==> config.mk <==
export PLATFORM = sky130hd
export DESIGN_NAME = crc_sfr_engine
export DESIGN_NICKNAME = d
export VERILOG_FILES = /design/src/rtl/crc_sfr_pkg.sv /design/src/rtl/crc_bit_step.sv /design/src/rtl/crc_sfr_regs.sv /design/src/rtl/crc_byte_engine.sv /design/src/rtl/crc_sfr_engine.sv
export SDC_FILE = /design/constraint.sdc
export NUM_CORES = 1
export LEC_CHECK = 0
export BUFFER_PORTS_ARGS = -buffer_cell sky130_fd_sc_hd__buf_2
export CAP_MARGIN = 20
export CORE_ASPECT_RATIO = 0.5
export CORE_UTILIZATION = 40
export DETAILED_ROUTE_END_ITERATION = 7
export GPL_ROUTABILITY_DRIVEN = 0
export SLEW_MARGIN = 20
export SYNTH_ARGS = -nofsm -noshare
export SYNTH_HDL_FRONTEND = slang
export SYNTH_SLANG_ARGS = --single-unit
==> constraint.sdc <==
create_clock -name clk -period 2 [get_ports clk]
set_input_delay 0.4 -clock clk [delete_from_list [all_inputs] [get_ports clk]]
set_output_delay 0.4 -clock clk [all_outputs]
set_load 0.1 [all_outputs]
==> src/rtl/crc_sfr_pkg.sv <==
package crc_sfr_pkg;

  localparam int unsigned SFR_ADDR_W = 3;

  typedef enum logic {
    MODE_C16 = 1'b0,
    MODE_C32 = 1'b1
  } crc_mode_e;

  localparam logic [SFR_ADDR_W-1:0] ADR_RES0 = 3'd0;
  localparam logic [SFR_ADDR_W-1:0] ADR_RES1 = 3'd1;
  localparam logic [SFR_ADDR_W-1:0] ADR_CTRL = 3'd4;

  localparam int unsigned STAT_MODE_BIT = 0;
  localparam int unsigned STAT_BUSY_BIT = 1;
  localparam int unsigned STAT_OVR_BIT  = 2;

  typedef struct packed {
    logic feed;
    logic clear;
    logic ctrl_wr;
  } sfr_cmd_t;

endpackage

==> src/rtl/crc_bit_step.sv <==
module crc_bit_step #(
  parameter int unsigned     W    = 16,
  parameter logic [W-1:0]    POLY = 16'hA001
) (
  input  logic [W-1:0] state_i,
  input  logic         bit_i,
  output logic [W-1:0] state_o
);

  logic fb;

  always_comb begin
    fb      = state_i[0] ^ bit_i;
    state_o = (state_i >> 1) ^ (fb ? POLY : '0);
  end

endmodule

==> src/rtl/crc_sfr_regs.sv <==
module crc_sfr_regs
  import crc_sfr_pkg::*;
#(
  parameter int unsigned ACC_W  = 32,
  parameter int unsigned BYTE_W = 8
) (
  input  logic                  clk,
  input  logic                  rst_n,
  input  logic                  we,
  input  logic [SFR_ADDR_W-1:0] addr,
  input  logic                  mode_wbit,
  input  logic [ACC_W-1:0]      acc,
  input  logic                  busy,
  input  logic                  ovr,
  output logic [BYTE_W-1:0]     rdata,
  output sfr_cmd_t              cmd,
  output crc_mode_e             mode
);

  localparam int unsigned NUM_RES = ACC_W / BYTE_W;

  logic [BYTE_W-1:0] res_byte [NUM_RES];

  for (genvar g = 0; g < NUM_RES; g++) begin : g_res
    assign res_byte[g] = acc[g*BYTE_W +: BYTE_W];
  end

  always_comb begin
    cmd         = '0;
    cmd.feed    = we && (addr == ADR_RES0);
    cmd.clear   = we && (addr == ADR_RES1);
    cmd.ctrl_wr = we && (addr == ADR_CTRL);
  end

  always_ff @(posedge clk or negedge rst_n) begin
    if (!rst_n)           mode <= MODE_C16;
    else if (cmd.ctrl_wr) mode <= crc_mode_e'(mode_wbit);
  end

  always_comb begin
    rdata = '0;
    if (addr == ADR_CTRL) begin
      rdata[STAT_MODE_BIT] = mode;
      rdata[STAT_BUSY_BIT] = busy;
      rdata[STAT_OVR_BIT]  = ovr;
    end else if (32'(addr) < NUM_RES) begin
      rdata = res_byte[addr];
    end
  end

  AST_MODE_LOAD: assert property (@(posedge clk) disable iff (!rst_n)
    cmd.ctrl_wr |=> (mode == crc_mode_e'($past(mode_wbit))));

  AST_MODE_HELD: assert property (@(posedge clk) disable iff (!rst_n)
    !cmd.ctrl_wr |=> $stable(mode));

endmodule

==> src/rtl/crc_byte_engine.sv <==
module crc_byte_engine
  import crc_sfr_pkg::*;
#(
  parameter int unsigned      ACC_W    = 32,
  parameter int unsigned      NARROW_W = 16,
  parameter int unsigned      BYTE_W   = 8,
  parameter logic [NARROW_W-1:0] POLY_N = 16'hA001,
  parameter logic [ACC_W-1:0]    POLY_W = 32'hEDB88320
) (
  input  logic              clk,
  input  logic              rst_n,
  input  logic              feed,
  input  logic [BYTE_W-1:0] feed_byte,
  input  logic              clear,
  input  logic              ovr_clr,
  input  crc_mode_e         mode_sel,
  output logic [ACC_W-1:0]  acc,
  output logic              busy,
  output logic              ovr
);

  localparam int unsigned CNT_W = $clog2(BYTE_W) + 1;

  logic [BYTE_W-1:0]   shreg;
  logic [CNT_W-1:0]    bits_left;
  crc_mode_e           op_mode;
  logic                start;
  logic [NARROW_W-1:0] step_n;
  logic [ACC_W-1:0]    step_w;
  logic [ACC_W-1:0]    acc_next;

  assign start = feed && !busy && !clear;

  crc_bit_step #(.W(NARROW_W), .POLY(POLY_N)) i_step_n (
    .state_i (acc[NARROW_W-1:0]),
    .bit_i   (shreg[0]),
    .state_o (step_n)
  );

  crc_bit_step #(.W(ACC_W), .POLY(POLY_W)) i_step_w (
    .state_i (acc),
    .bit_i   (shreg[0]),
    .state_o (step_w)
  );

  always_comb begin
    if (op_mode == MODE_C32) acc_next = step_w;
    else                     acc_next = {acc[ACC_W-1:NARROW_W], step_n};
  end

  always_ff @(posedge clk or negedge rst_n) begin
    if (!rst_n) begin
      acc       <= '0;
      shreg     <= '0;
      bits_left <= '0;
      busy      <= 1'b0;
      op_mode   <= MODE_C16;
    end else if (clear) begin
      acc       <= '0;
      bits_left <= '0;
      busy      <= 1'b0;
    end else if (start) begin
      shreg     <= feed_byte;
      bits_left <= CNT_W'(BYTE_W);
      busy      <= 1'b1;
      op_mode   <= mode_sel;
    end else if (busy) begin
      acc       <= acc_next;
      shreg     <= shreg >> 1;
      bits_left <= bits_left - CNT_W'(1);
      if (bits_left == CNT_W'(1)) busy <= 1'b0;
    end
  end

  always_ff @(posedge clk or negedge rst_n) begin
    if (!rst_n)             ovr <= 1'b0;
    else if (ovr_clr)       ovr <= 1'b0;
    else if (feed && busy)  ovr <= 1'b1;
  end

  AST_BYTE_LATENCY: assert property (@(posedge clk) disable iff (!rst_n)
    ($fell(busy) && !$past(clear)) |-> ($past(busy, 8) && !$past(busy, 9)));

  AST_MODE_FROZEN: assert property (@(posedge clk) disable iff (!rst_n)
    (busy && !clear) |=> $stable(op_mode));

  AST_UPPER_KEPT: assert property (@(posedge clk) disable iff (!rst_n)
    (busy && op_mode == MODE_C16 && !clear) |=> $stable(acc[ACC_W-1:NARROW_W]));

  AST_DROP_SETS_OVR: assert property (@(posedge clk) disable iff (!rst_n)
    (feed && busy && !ovr_clr) |=> ovr);

  AST_OVR_STICKY: assert property (@(posedge clk) disable iff (!rst_n)
    (ovr && !ovr_clr) |=> ovr);

endmodule

==> src/rtl/crc_sfr_engine.sv <==
module crc_sfr_engine
  import crc_sfr_pkg::*;
#(
  parameter int unsigned ACC_W    = 32,
  parameter int unsigned NARROW_W = 16,
  parameter int unsigned BYTE_W   = 8,
  parameter logic [NARROW_W-1:0] POLY_N = 16'hA001,
  parameter logic [ACC_W-1:0]    POLY_W = 32'hEDB88320
) (
  input  logic                  clk,
  input  logic                  rst_n,
  input  logic                  bus_we,
  input  logic [SFR_ADDR_W-1:0] bus_addr,
  input  logic [BYTE_W-1:0]     bus_wdata,
  output logic [BYTE_W-1:0]     bus_rdata,
  output logic                  busy_o
);

  sfr_cmd_t         cmd;
  crc_mode_e        mode;
  logic [ACC_W-1:0] acc;
  logic             busy;
  logic             ovr;

  crc_sfr_regs #(.ACC_W(ACC_W), .BYTE_W(BYTE_W)) i_regs (
    .clk       (clk),
    .rst_n     (rst_n),
    .we        (bus_we),
    .addr      (bus_addr),
    .mode_wbit (bus_wdata[STAT_MODE_BIT]),
    .acc       (acc),
    .busy      (busy),
    .ovr       (ovr),
    .rdata     (bus_rdata),
    .cmd       (cmd),
    .mode      (mode)
  );

  crc_byte_engine #(
    .ACC_W(ACC_W), .NARROW_W(NARROW_W), .BYTE_W(BYTE_W),
    .POLY_N(POLY_N), .POLY_W(POLY_W)
  ) i_engine (
    .clk       (clk),
    .rst_n     (rst_n),
    .feed      (cmd.feed),
    .feed_byte (bus_wdata),
    .clear     (cmd.clear),
    .ovr_clr   (cmd.ctrl_wr),
    .mode_sel  (mode),
    .acc       (acc),
    .busy      (busy),
    .ovr       (ovr)
  );

  assign busy_o = busy;

  AST_CLEAR_ZERO: assert property (@(posedge clk) disable iff (!rst_n)
    cmd.clear |=> (acc == '0 && !busy));

  AST_FEED_STARTS: assert property (@(posedge clk) disable iff (!rst_n)
    (cmd.feed && !busy) |=> busy);

endmodule

==> flow_summary_export.csv <==
group,metric,value,unit
run_status,status,"finished, violations left",
run_status,violations,"design-rule violations",
pwr,p_int,2.867,mW
run,max-cap-violations,0,
drt,route.detailed.drc,4,
synthesis,synth_warnings,0,
sta,setup_ws,0.05347,ns
global_routing,antenna_found_initial,0,
clock_tree,cts_inserted_buffers,5,
sta,maxSlewViolCount,0,
placement,dp.final_hpwl,3683,µm
synthesis,synth-seq-area-share,0.5061,
pwr,power_frac_comb,0.435,
global_routing,grt.total_usage,0.1779,
drt,post_drt_wl_per_cell,16.89,µm
synthesis,ys_types,35,
pwr,finalPower,4.732,mW
floorplanning,start_util,0.4231,
sta,worst_slew_pin_slew,0.6678,ns
critical_path,cp.required,1.60,ns
global_routing,grtUsageMet2,0.2821,
sta,hold_ws,0.09678,ns
sta,min_period,1.947,ns
clock_tree,clock-sinks,48,
layout,n_antenna_cell,0,
sta,max-slew-margin-rel,0.5543,
clock_tree,htree_levels,2,
layout,fin_nets,245,
global_routing,use_met1,0.2489,
sta,finalHoldViolations,0,
pwr,ir_drop,0.5645,mV
global_routing,grt_pass1_wl,8507,µm
sta,post-route-period-util,0.9733,
pwr,power.net_switching,1.865,mW
layout,drive_above_1_share,0.3000,
drt,drt-initial-drc-count,85,
floorplanning,io_pins,23,
pwr,switching_share,0.3942,
global_routing,use_met3,0.04212,
critical_path,r2r_start,"i_engine.shreg[0]",
drt,drt-vias-per-instance,5.452,
drt,ant_nets,0,
drt,vias,1652,
pwr,seqPwrFrac,0.369,
synthesis,synth-async-reset-ratio,1.000,
clock_tree,ctsHoldBuffers,0,
critical_path,start_kind,"flop",
clock_tree,cts_root_buf,"clkbuf_16",
critical_path,endpoint_kind,"output port",
synthesis,yosys_register_bits,48,
placement,io_buffers,22,
global_routing,grt_start_max_net_pins,27,
global_routing,grt-ovfl-total,0,
clock_tree,cts_tree,"done",
global_routing,busiest_layer,"met2",
critical_path,path_class,"reg2out",
sta,fmax,0.5137,GHz
pwr,power_leakage,1.325,nW
pwr,pwr_density_cell,1631,nW/µm²
critical_path,cp_data_arrival_time,1.55,ns
synthesis,synth_edf_count,0,
critical_path,startpoint,"i_engine.acc[27]",
floorplanning,chipWidth,110.9,µm
layout,syn_to_final_growth,22.19,%
placement,place_ws,-0.07160,ns
clock_tree,path_clk_slew,0.06,ns
synthesis,syn_area,2374,µm²
sta,skew,0.004814,ns
floorplanning,coreArea,5610,µm²
synthesis,ys.flop_type,"dfrtp_1",
floorplanning,die_y,56.47,µm
global_routing,grt_pass1_vias,1684,
worst_hold_path,hold_class,"in2async",
sta,setup_viol,0,
drt,drt-total-wl,5119,µm
critical_path,cp_max_fo,3,
placement,placed_cells,295,
layout,fin_cells,303,
floorplanning,fp-row-count,19,
clock_tree,insertion_delay,0.28,ns
floorplanning,die_area,6265,µm²
pwr,p_clk_frac,0.196,
drt,dr.pass1.iters,7,
synthesis,syn_nets,213,
clock_tree,ctsLongestPathBuffers,2,
sta,grt_setup_unrepaired,"false",
synthesis,syn-instance-count,197,
synthesis,syn_area_per_cell,12.05,µm²
metrics by stage:
step | util | setup TNS (ns) | instance area, µm²
after floorplan | - | 0 | 2446
after global placement | 0.4828 | -0.3460 | 2709
after detailed placement | 0.4828 | -0.3860 | 2709
after CTS | 0.5147 | 0 | 2888
after global routing | 0.5169 | 0 | 2900
final | 0.5169 | 0 | 2900
per-layer routing:
layer  vias to the layer above  routed length (µm)
li1                        776                   -
met1                       843                2501
met2                        31                2334
met3                         2                 263
met4                         0                  19
met5                         -                   0
worst paths after layout:
check	slack (ns)	endpoint	cells after the start
min reg2reg	0.52	i_engine.shreg[7]	1
min in group clk	0.35	i_engine.shreg[7]	3
max reg2reg	0.57	i_engine.acc[5]	4
max	0.05	bus_rdata[3]	3
min	0.1	i_engine.acc[12]	1
max in group asynchronous	1.36	i_engine.busy	2
power by group through the flow:
stage | combinational (mW) | sequential [mW] | clock, mW
final | 2.06 | 1.75 | 0.928
after global routing | 2.24 | 1.79 | 0.988
after CTS | 2.06 | 1.74 | 0.947
after detailed placement | 2.03 | 1.75 | 0
after global placement | 1.98 | 1.74 | 0
after floorplan | 1.61 | 1.68 | 0
critical path, stage by stage (launching register included):
cell and delay, ns:
dfrtp_1 0.41, mux4_2 0.49, nor2b_4 0.14, buf_4 0.23
Yosys cell counts (all sizes together) (2+ instances only):
master / count / share of area
nand2b: 2 / 0.0053
xor2: 3 / 0.011
nor3b: 2 / 0.011
mux2: 2 / 0.011
mux2i: 8 / 0.035
xnor2: 13 / 0.048
mux4: 8 / 0.076
dfrtp: 48 / 0.51
nor2b: 5 / 0.013
a22o: 25 / 0.092
a21oi: 8 / 0.022
o21ai: 11 / 0.023
inv: 8 / 0.013
ha: 2 / 0.011
a31oi: 2 / 0.0053
o2bb2ai: 2 / 0.0074
nand3: 4 / 0.0084
nand2: 10 / 0.016
buf: 10 / 0.028
nor2: 16 / 0.028
cell usage in the layout (no fill, tap or decap), types with 3 or more instances in the layout:
master,synthesis,routed
clkbuf_16,0,5
a22o_1,25,25
nor2_2,3,3
buf_2,6,13
nor2b_4,0,5
mux4_2,8,8
buf_4,2,19
nor2_1,13,13
dfrtp_1,48,47
o21ai_4,0,3
nand3_1,4,4
xor2_1,3,3
xnor2_1,13,13
nand2_1,10,10
mux2i_1,7,7
o21ai_0,11,8
inv_1,8,8
a21oi_1,7,7
repair_timing:
action / CTS / global route
endpoints found under the setup margin: 7 / 4
cloned: 0 / 0
gates resized for setup: 6 / 6
setup buffers: 0 / 0
flip-flops by register name (all words and copies together), names as in the netlist:
register	count
i_engine.acc	32
i_engine.shreg	8
i_engine.bits_left	4
i_engine.busy	1
i_engine.op_mode	1
i_engine.ovr	1
i_regs.mode	1
kinds of logic after synthesis:
| family | Yosys count | share of synthesized area |
|---|---|---|
| AO/OA/AOI/OAI | 53 | 0.1676 |
| buffers and inverters | 19 | 0.04270 |
| AND/OR/NAND/NOR | 41 | 0.09173 |
| XOR/XNOR | 16 | 0.05904 |
| multiplexers | 18 | 0.1223 |
| adder cells (fa/ha/maj) | 2 | 0.01054 |
| flip-flops | 48 | 0.5061 |
final cells by class:
| type | count | area [µm²] |
|---|---|---|
| repair buffers | 36 | 270.3 |
| well taps | 73 | 91.34 |
| fillers | 504 | 2710 |
| clock inverters | 2 | 35.03 |
| clock buffers | 6 | 128.9 |
| multi-input cells | 130 | 1142 |
| flip-flops and latches | 48 | 1202 |
| inverters | 8 | 30.03 |
Note: power is estimated with default switching activity, not from simulation.
